[src/rtl/rl_aligner.sv]
module rl_aligner #(
  parameter int DQ_W    = 16,
  parameter int BEATS   = 8,
  parameter int LOCK_N  = 4,
  parameter int TIMEOUT = 16
) (
  input  logic                        clk,
  input  logic                        rst_n,
  input  logic                        rd_req,
  input  logic [DQ_W*BEATS-1:0]       din,
  output logic [DQ_W*BEATS-1:0]       dout,
  output logic                        dout_vld,
  output logic                        lock,
  output logic                        err,
  output logic [$clog2(BEATS+1)-1:0]  ofs,
  output logic [1:0]                  slot,
  output logic [$clog2(TIMEOUT)-1:0]  coarse
);
  localparam int W  = DQ_W * BEATS;
  localparam int OW = $clog2(BEATS + 1);
  localparam int CW = $clog2(TIMEOUT);
  localparam int RW = $clog2(LOCK_N + 1);

  function automatic logic [W-1:0] train_pat();
    logic [W-1:0] p;
    for (int b = 0; b < BEATS; b++) p[b*DQ_W +: DQ_W] = b[0] ? '1 : '0;
    return p;
  endfunction
  localparam logic [W-1:0] PAT = train_pat();

  logic [W-1:0]   prev;
  logic [2*W-1:0] win;
  logic [BEATS:0] m;
  logic           hit, armed;
  logic [OW-1:0]  hit_ofs;
  logic [W-1:0]   hit_dat;
  logic [CW-1:0]  cnt;
  logic [RW-1:0]  run;

  assign win = {din, prev};

  for (genvar g = 0; g <= BEATS; g++) begin : g_cmp
    assign m[g] = (win[g*DQ_W +: W] == PAT);
  end

  always_comb begin
    hit_ofs = '0;
    hit_dat = '0;
    for (int o = BEATS; o >= 0; o--)
      if (m[o]) begin
        hit_ofs = OW'(o);
        hit_dat = win[o*DQ_W +: W];
      end
  end
  assign hit = |m;

  assign slot = ofs[1:0];
  assign lock = (run == RW'(LOCK_N));

  always_ff @(posedge clk or negedge rst_n)
    if (!rst_n) prev <= '0;
    else        prev <= din;

  always_ff @(posedge clk or negedge rst_n) begin
    if (!rst_n) begin
      armed    <= 1'b0;
      cnt      <= '0;
      err      <= 1'b0;
      dout_vld <= 1'b0;
      dout     <= '0;
      ofs      <= '0;
      coarse   <= '0;
      run      <= '0;
    end else begin
      dout_vld <= 1'b0;
      if (rd_req) begin
        armed <= 1'b1;
        cnt   <= '0;
        err   <= 1'b0;
      end else if (armed) begin
        if (hit) begin
          armed    <= 1'b0;
          dout_vld <= 1'b1;
          dout     <= hit_dat;
          ofs      <= hit_ofs;
          coarse   <= cnt;
          if (hit_ofs == ofs && run != '0)
            run <= lock ? run : run + 1'b1;
          else
            run <= RW'(1);
        end else if (cnt == CW'(TIMEOUT - 1)) begin
          armed <= 1'b0;
          err   <= 1'b1;
          run   <= '0;
        end else begin
          cnt <= cnt + 1'b1;
        end
      end
    end
  end
endmodule


[config.mk]
export PLATFORM = sky130hd
export DESIGN_NAME = rl_aligner
export DESIGN_NICKNAME = d
export VERILOG_FILES = /design/src/rtl/rl_aligner.sv
export SDC_FILE = /design/constraint.sdc
export NUM_CORES = 1
export LEC_CHECK = 0
export ABC_AREA = 1
export BUFFER_PORTS_ARGS = -buffer_cell sky130_fd_sc_hd__buf_2
export CAP_MARGIN = 5
export CORE_ASPECT_RATIO = 0.8
export CORE_MARGIN = 8
export CORE_UTILIZATION = 35
export CTS_BUF_LIST = sky130_fd_sc_hd__clkbuf_8
export DETAILED_ROUTE_END_ITERATION = 16
export PLACE_DENSITY = 0.53
export SKIP_LAST_GASP = 1
export SLEW_MARGIN = 0
export SYNTH_ARGS = -nofsm -noshare
export SYNTH_HDL_FRONTEND = slang
export SYNTH_SLANG_ARGS = --single-unit
[constraint.sdc]
create_clock -name clk -period 2.4 [get_ports clk]
set_clock_uncertainty 0.1 [all_clocks]
set_input_delay 0.36 -clock clk [delete_from_list [all_inputs] [get_ports clk]]
set_output_delay 0.36 -clock clk [all_outputs]
set_load 0.03 [all_outputs]
# Yosys cells after proc, flatten, opt, wreduce, memory -nomap -nowiden
# Index checks and enable logic that the tools add are counted.
dict set report word_totals {
  out_inout_bits 141
  input_bits 131
  reg_bits 274
  word_cells 74
}
dict set report classes {
  n_reduce_logical 10
  eq_ne 15
  n_addsub 2
  mux 37
  bitwise 1
}
# op n
set op_table {}
lappend op_table {{$eq A128 B128 Y1 const B} 9}
lappend op_table {{$mux W128} 9}
lappend op_table {{$mux W4} 13}
lappend op_table {{$mux W3} 4}
lappend op_table {{$mux W1} 11}
lappend op_table {{$reduce_and A3 Y1} 3}
lappend op_table {{$reduce_or A9 Y1} 1}
lappend op_table {{$reduce_bool A2 Y1} 3}
lappend op_table {{$add A4 B1 Y4 const B} 1}
lappend op_table {{$eq A4 B4 Y1} 1}
lappend op_table {{$eq A4 B4 Y1 const B} 1}
lappend op_table {{$ne A2 B2 Y1 const B} 2}
lappend op_table {{$reduce_and A4 Y1} 1}
lappend op_table {{$add A3 B1 Y3 const B} 1}
lappend op_table {{$eq A3 B3 Y1 const B} 1}
lappend op_table {{$ne A3 B3 Y1 const B} 1}
lappend op_table {{$reduce_bool A3 Y1} 1}
lappend op_table {{$logic_and A1 B1 Y1} 1}
lappend op_table {{$not A1 Y1} 1}

# Depth between registers and ports, before layout
# Gate-level depths: netlist of run 1.
dict set report depth {
  ltp_word 14
  depth_mapped 21
  depth_no_buf 21
}

# Worst setup path before layout of run 1
# OpenSTA, ideal clock, no wires.
dict set report synth_timing {
  path_kind {reg-to-reg}
  startpoint {reg prev[115]}
  endpoint {reg dout[100]}
  path_slack_ns 0.417
  required_ns 2.184
  setup_time_ns 0.116
  stages_incl_launch_ff 17
  path_buffers 2
  synth_period_minus_slack_ns 1.983
  arrival_time_ns 1.767
  path_cell_list {dfrtp_1 > nor2_1 > nand2_1 > nor2_1 > nand2_1 > nor2_2 > nand2_1 > nor2_1 > nor2_2 > nand2_2 > inv_2 > nand3b_4 > nand2_4 > inv_6 > buf_12 > buf_4 > nor2_1}
}
dict set report synth_via {
  elab_chain_cells 9
  word_cells_on_any_way 18
  classes_between {eq/ne (8); mux (8); reduce/logical (2)}
}
# item line_no
set synth_rtl {}
lappend synth_rtl {{start, declared} 31} ;# logic [W-1:0] prev;
lappend synth_rtl {{start signal, assigned} 62} ;# else prev <= din;
lappend synth_rtl {{$eq A128 B128 Y1} 43} ;# assign m[g] = (win[g*DQ_W +: W] == PAT);
lappend synth_rtl {{$mux W128 (8 in a row)} 50} ;# if (m[o]) begin
lappend synth_rtl {{end signal, assigned} 84} ;# dout <= hit_dat;
lappend synth_rtl {{end, declared} 11} ;# output logic [DQ_W*BEATS-1:0] dout,
# Parallel ways exist; a longest one is shown, timed or not.
# A chain may end at the register's enable or synchronous reset.

# Final worst setup path of run 1
dict set report layout_timing {
  startpoint {in din[17]}
  endpoint {reg run[2]}
}
dict set report layout_via {
  elab_chain_cells 14
  word_cells_on_any_way 24
  classes_between {eq/ne (9); mux (11); reduce/logical (4)}
}
# item line_no
set layout_rtl {}
lappend layout_rtl {{start, declared} 10} ;# input logic [DQ_W*BEATS-1:0] din,
lappend layout_rtl {{$eq A128 B128 Y1} 43}
lappend layout_rtl {{$mux W4 (9 in a row)} 50}
lappend layout_rtl {{$eq A4 B4 Y1} 87} ;# if (hit_ofs == ofs && run != '0)
lappend layout_rtl {{$logic_and A1 B1 Y1} 87}
lappend layout_rtl {{$ne A3 B3 Y1 (no source line) / $mux W3 (equally long branches)} --}
lappend layout_rtl {{$reduce_and A4 Y1 (no source line) / $mux W3 (equally long branches)} --}
lappend layout_rtl {{end signal, assigned} 88} ;# run <= lock ? run : run + 1'b1;
lappend layout_rtl {{end, declared} 38} ;# logic [RW-1:0] run;
# Parallel ways exist; a longest one is shown, timed or not.

==> flow_summary.yaml, run 1 <==
grt:
  grt_pass1_wl_um: 50600
  grt_max_degree: 61
  track_usage_pct: 17.1
  first_global_vias: 9505
  grt_antenna_before_repair: 6
  grt-ovfl-total: 0
synthesis:
  synthMostInstantiatedCell: "nor2_1"
  synth_top_area_share_pct: 62.7
  ys_seq_elements: 274
  synthesis.nets: 1337
  synth_top_family_by_area: "simple AND/OR/NAND/NOR gates"
  synth_commonest_cells: "nor2_1, dfrtp_1, nand2_1"
  synth_cells: 1203
  synthAdderAreaFrac_pct: 0.343
  ys_types: 34
  syn_area_um2: 10900
  synthSimpleGateAreaFrac_pct: 29.7
  synth_area_leaders: "dfrtp_1, nor2_1, nand2_1"
  ys_async_sr_fraction_pct: 100
  synth_compound_area_share_pct: 0.893
  yosysWarnings: 0
  yosys.area.top_type: "dfrtp_1"
  synth-edff-count: 0
  synth-seq-area-share_pct: 62.7
  synth_xor_area_share_pct: 0
  ys.flop_type: "dfrtp_1"
  post_synth.cell_area_avg_um2: 9.09
  synth.area.mux_share_pct: 0
worst_setup_path:
  endpoint: "run[2]"
  regToRegEndpoint: "run[2]"
  cpPeakStageDelay_ps: 600
  path_max_fanout: 4
  r2r-start: "prev[125]"
  rrSetupSlack_ps: 140
  crit_path_start_kind: "input port"
  crit_start: "din[17]"
  slowest_stage: "dlygate4sd3_1"
  crit_chain: "dlygate4sd3_1 > nor2_2 > nand2_1 > nor2_2 > nand3_2 > nor2_4 > nand2_2 > nor2_2 > nor2_2 > nand2_2 > inv_2 > nand3b_4 > buf_6 > nor2_4 > nor2_4 > nand3_2 > nand2_1 > nand2_1 > nor2_1"
  worst-path-buf-inv: 3
  cp_num_cells: 19
  worst_setup_path_end_kind: "register"
  r2r_cells: 18
  critPathArrivalTime_ps: 2700
  crit_required_ps: 2790
  crit_family: "simple AND/OR/NAND/NOR gates"
  cpMostUsedCell: "nor2_2"
  worstSetupPathType: "input port to register"
route:
  dr_total_vias: 8993
  via_per_inst: 4.31
  first_pass_iters: 5
  wl_per_cell_um: 15.2
  dr.first_iter.drc_count: 345
  wirelength_um: 31800
  drtAntennaViolNets: 0
  drc: 0
sta:
  fmax_mhz: 433
  drv_slew: 0
  finalCritPeriodShare_pct: 96.3
  layout_min_cycle_time_ps: 2310
  slew_headroom_pct: 65.5
  setup_viol: 0
  timing.final.hold_violations: 1
  worst_slew_pin_slew_ps: 517
  hold_slack_ps: -25.7
clocking:
  clockBufferDepth: 3
  path_clk_slew_ps: 60
  clock-sinks: 274
  root_buffer: "clkbuf_8"
  cts_buffers: 46
  clock_latency_ps: 570
  cts_tree: "yes"
  htree_levels: 2
run:
  drv_cap: 0
die:
  rows: 58
  io_pins: 272
  core_area_um2: 31100
  die_area_um2: 37200
  die_w_um: 214
  die_y_um: 174
  initial_core_util_pct: 35.2
pwr:
  power_frac_seq_pct: 49.4
  p_sw_share_pct: 26.3
  power.internal_uw: 7440
  p_leak_uw: 0.00763
  p_comb_share_pct: 11.2
  pwr_density_cell_nw_per_um2: 652
  power_switching_uw: 2660
  clkPwrFrac_pct: 39.5
  irDropWorstVdd_v: 0.000497
placement:
  place_area_um2: 13000
  hpwl_um: 23800
  placed_cells: 1912
  gp_congestion: 0.795
  io_buffers: 271
cells_and_area:
  instances_no_fill: 2086
  final_nets: 1761
  fill_cells: 3011
  design_area_um2: 15500
  syn_to_final_growth_pct: 41.8
  drive_above_1_share_pct: 30.5
  multi_input_area_um2: 3770
  ff_latch_area_um2: 6860
run_status:
  status: "finished with violations"
  violations: "negative hold slack"
worst_hold_path:
  hp-class: "input port to register"
placed cells by master, fill, tap and decap left out, types with 26 or more instances in the layout:
| cell type | n |
|---|---|
| buf_2 | 212 |
| buf_4 | 34 |
| clkbuf_8 | 57 |
| dfrtp_1 | 274 |
| dlygate4sd3_1 | 121 |
| inv_1 | 150 |
| nand2_1 | 225 |
| nand2_2 | 26 |
| nand3_1 | 29 |
| nand4_1 | 40 |
| nor2_1 | 263 |
| nor2_2 | 46 |
| or2_2 | 63 |
flip-flops by register name, indices dropped and copies added, names as in the netlist:
| signal | flops |
|---|---|
| ofs | 4 |
| dout | 128 |
| prev | 128 |
| err | 1 |
| run | 3 |
| armed | 1 |
| dout_vld | 1 |
| coarse | 4 |
| cnt | 4 |
worst min-delay path by stage:
stage / slack [ps] / cells past startpoint / from / to
2_1_floorplan: -40 / 0 / rst_n / armed
3_3_place_gp: 250 / 1 / rst_n / prev[36]
3_5_place_dp: 250 / 1 / rst_n / prev[36]
4_1_cts: 220 / 2 / rst_n / prev[27]
5_1_grt: -50 / 1 / din[73] / prev[73]
6_report: -30 / 1 / din[73] / prev[73]
worst reg2reg max path: cells and delay by family, from the launching register on:
| family | cells | cell delay [ps] |
|---|---|---|
| buf+inv | 2 | 160 |
| flops | 1 | 400 |
| simple gates | 16 | 1520 |
kinds of logic (layout without fill, tap and decap cells):
kind of cell / after synthesis / after routing
adders and majority gates: 3 / 3
buffers and inverters: 158 / 615
and+or+nand+nor: 750 / 750
AOI/OAI and AO/OA: 18 / 18
other: 0 / 6
DFF: 274 / 274
layout make-up:
type | instances | share of cell area, %
repair buffers | 393 | 18.7
multi-input cells | 771 | 24.3
diodes | 6 | 0.0969
well taps | 420 | 3.39
clock inverters | 24 | 0.702
clock buffers | 57 | 5.06
inverters | 141 | 3.45
flip-flops and latches | 274 | 44.2
timing repair:
action	in CTS	in global routing
endpoints found under the hold margin	185	3
setup buffers	0	6
resized for setup	0	147
setup endpoints to repair	0	146
hold buffers	130	3
metrics by stage:
stage               total power (µW)  util [%]  TNS [ps]  setup WS, ps
detailed placement              6020      41.9     -3380         -89.3
global placement                6010      41.9     -2530         -51.5
CTS                            10300      49.0         0          1.58
floorplan                       5520         -         0           417
finish                         10100      49.9         0          89.6
global route                   10600      49.9      -114         -58.1
power groups by stage:
stage | Clock [µW] | Combinational [µW] | Sequential [µW]
2_1_floorplan | 0 | 237 | 5280
3_3_place_gp | 0 | 949 | 5060
3_5_place_dp | 0 | 961 | 5060
4_1_cts | 4140 | 1140 | 4980
5_1_grt | 4340 | 1240 | 5010
6_report | 3990 | 1130 | 4990
metal layers:
layer  up-vias  routed length, µm  global-route usage (%)
met1      4204              14800                    23.2
met2       219              14100                    26.0
met5         -                  0                       0
met4         0                438                    4.14
met3        38               2450                    5.81
li1       4532                  -                       -
Note: power is estimated with default switching activity, not from simulation.
==> inputs of run 2 (changes only) <==
- BUFFER_PORTS_ARGS: -buffer_cell sky130_fd_sc_hd__buf_2 -> -buffer_cell sky130_fd_sc_hd__clkbuf_2
- MAX_ROUTING_LAYER: not set -> met4
==> run 2 against run 1 <==
Against the previous run:
- critical path depth shrank 4
- the run now ends clean
- via count grew 0.71%
- largest power group unchanged
- worst hold slack gained 32 ps
- final area grew 0.41%
- flip-flop and latch count is the same
- clock power is essentially flat
- final cell count grew 1.1%
==> flow_summary.yaml, run 2 (synthesized netlist as in run 1, its figures left out) <==
sta:
  finalCritPeriodShare_pct: 95.6
  slew_headroom_pct: 60.9
  worst_slack_ps: 106
  fmax_mhz: 436
  setup_viol: 0
  grt_setup_unrepaired: "true"
  drv_slew: 0
  worst_slew_pin_slew_ps: 587
  layout_min_cycle_time_ps: 2290
  timing.final.hold_violations: 0
clocking:
  root_buffer: "clkbuf_8"
  path_clk_slew_ps: 60
  clock_latency_ps: 580
  htree_levels: 2
  clock-sinks: 274
  clockBufferDepth: 3
  cts_buffers: 46
  cts_tree: "yes"
worst_setup_path:
  cpPeakStageDelay_ps: 550
  r2r-start: "prev[81]"
  critPathArrivalTime_ps: 2700
  rrSetupSlack_ps: 180
  worst-path-buf-inv: 4
  crit_path_start_kind: "input port"
  path_max_fanout: 4
  crit_start: "din[100]"
  crit_required_ps: 2800
  slowest_stage: "dlygate4sd3_1"
  worst_setup_path_end_kind: "register"
  crit_chain: "dlygate4sd3_1 > clkbuf_2 > nor2_1 > nand3_1 > nor4_1 > buf_4 > and3_1 > nand3b_4 > buf_4 > nor2_4 > nor2_4 > nand3_1 > nand2_1 > nand2_1 > nor2_1"
  crit_family: "simple AND/OR/NAND/NOR gates"
  worstSetupPathType: "input port to register"
pwr:
  irDropWorstVdd_v: 0.000492
  pwr_density_cell_nw_per_um2: 649
  p_leak_uw: 0.00773
cells_and_area:
  final_util_pct: 50.1
  final_common_cell: "dfrtp_1"
  final_cell_mix: "dfrtp_1, nor2_1, nand2_1, clkbuf_2, inv_1"
  final_nets: 1779
  syn_to_final_growth_pct: 42.4
  design_area_um2: 15600
  drive_above_1_share_pct: 30.6
  instances_no_fill: 2109
  fill_cells: 2969
  largestRegisters: "dout (128), prev (128)"
grt:
  grt_use_met3_pct: 4.97
  met2_usage_pct: 26.1
  busiest_layer: "met2"
  first_global_vias: 9529
  track_usage_pct: 17.6
  grt-ovfl-total: 0
  grt_pass1_wl_um: 50400
  grt_max_degree: 70
  grt_antenna_before_repair: 9
  gr-usage-met1_pct: 23.6
route:
  drc: 0
  first_pass_iters: 4
  wl_per_cell_um: 14.9
  wirelength_um: 31400
  dr.first_iter.drc_count: 438
  drtAntennaViolNets: 0
  dr_total_vias: 9057
  via_per_inst: 4.29
placement:
  pre_cts_ws_ps: -145
  io_buffers: 271
  hpwl_um: 23700
  placed_cells: 1917
  gp_congestion: 0.802
  place_area_um2: 13100
run_status:
  status: "finished clean"
die:
  rows: 58
  die_w_um: 214
  io_pins: 272
  core_area_um2: 31100
  die_area_um2: 37200
  die_y_um: 174
  initial_core_util_pct: 35.2
worst_hold_path:
  hp-class: "input port to register"
  hp-start: "din[18]"
run:
  drv_cap: 0
[run 2: cell count changes in the layout (fill, tap and decap cells not counted), sizes merged]
cell	previous run	this run
clkinv	5	11
diode	6	9
clkinvlp	0	1
dlymetal6s4s	12	13
inv	160	157
dlygate4sd3	121	124
clkbuf	57	274
buf	260	55
[run 2: worst paths after layout]
path	to	depth (start not counted)
worst max-delay path	run[2]	15
worst min-delay path	prev[18]	1
worst max register to register	run[2]	18
worst min register to register	dout[50]	1
max in group asynchronous	dout[90]	3
min in group asynchronous	prev[36]	2
[run 2: metrics by stage]
step,hold WS (ps),setup TNS [ps],power [µW]
2_1_floorplan,-35.6,0,5520
3_3_place_gp,272,-4930,6010
3_5_place_dp,277,-12840,6020
4_1_cts,244,0,10300
5_1_grt,-9.19,-138,10600
6_report,6.22,0,10100
[run 2: final cells by class]
| cell class | count | area [µm²] | area share, % |
|---|---|---|---|
| antenna | 9 | 22.5 | 0.145 |
| clock buffer | 55 | 757 | 4.86 |
| inverter | 141 | 537 | 3.45 |
| sequential | 274 | 6860 | 44.1 |
| tap | 420 | 526 | 3.38 |
| timing repair buffer | 411 | 3010 | 19.4 |
| clock inverter | 28 | 149 | 0.957 |
| multi-input combinational | 771 | 3700 | 23.8 |
[run 2: where the power goes]
| group | switching (µW) | total [µW] | leakage [µW] | internal, µW |
|---|---|---|---|---|
| Sequential | 132 | 4990 | 0.00321 | 4850 |
| Combinational | 689 | 1130 | 0.00399 | 445 |
| Clock | 1880 | 3980 | 0.000530 | 2100 |
| Total | 2700 | 10100 | 0.00773 | 7400 |
[run 2: what timing repair did]
action                                  4_1_cts  5_1_grt
cloned                                        0        0
pin swaps                                     0       75
resized for setup                             2      129
hold endpoints to repair                    194        7
hold buffers                                130        7
buffers inserted                              0        9
endpoints found under the setup margin       33      146
[run 2: layer usage]
layer  share of wire [%]  up-vias  wire [µm]
met5                   0        -          0
met4                 1.3        0        418
met3                 6.3       33       1970
met2                  44      205      13900
met1                  48     4238      15100
li1                    -     4581          -
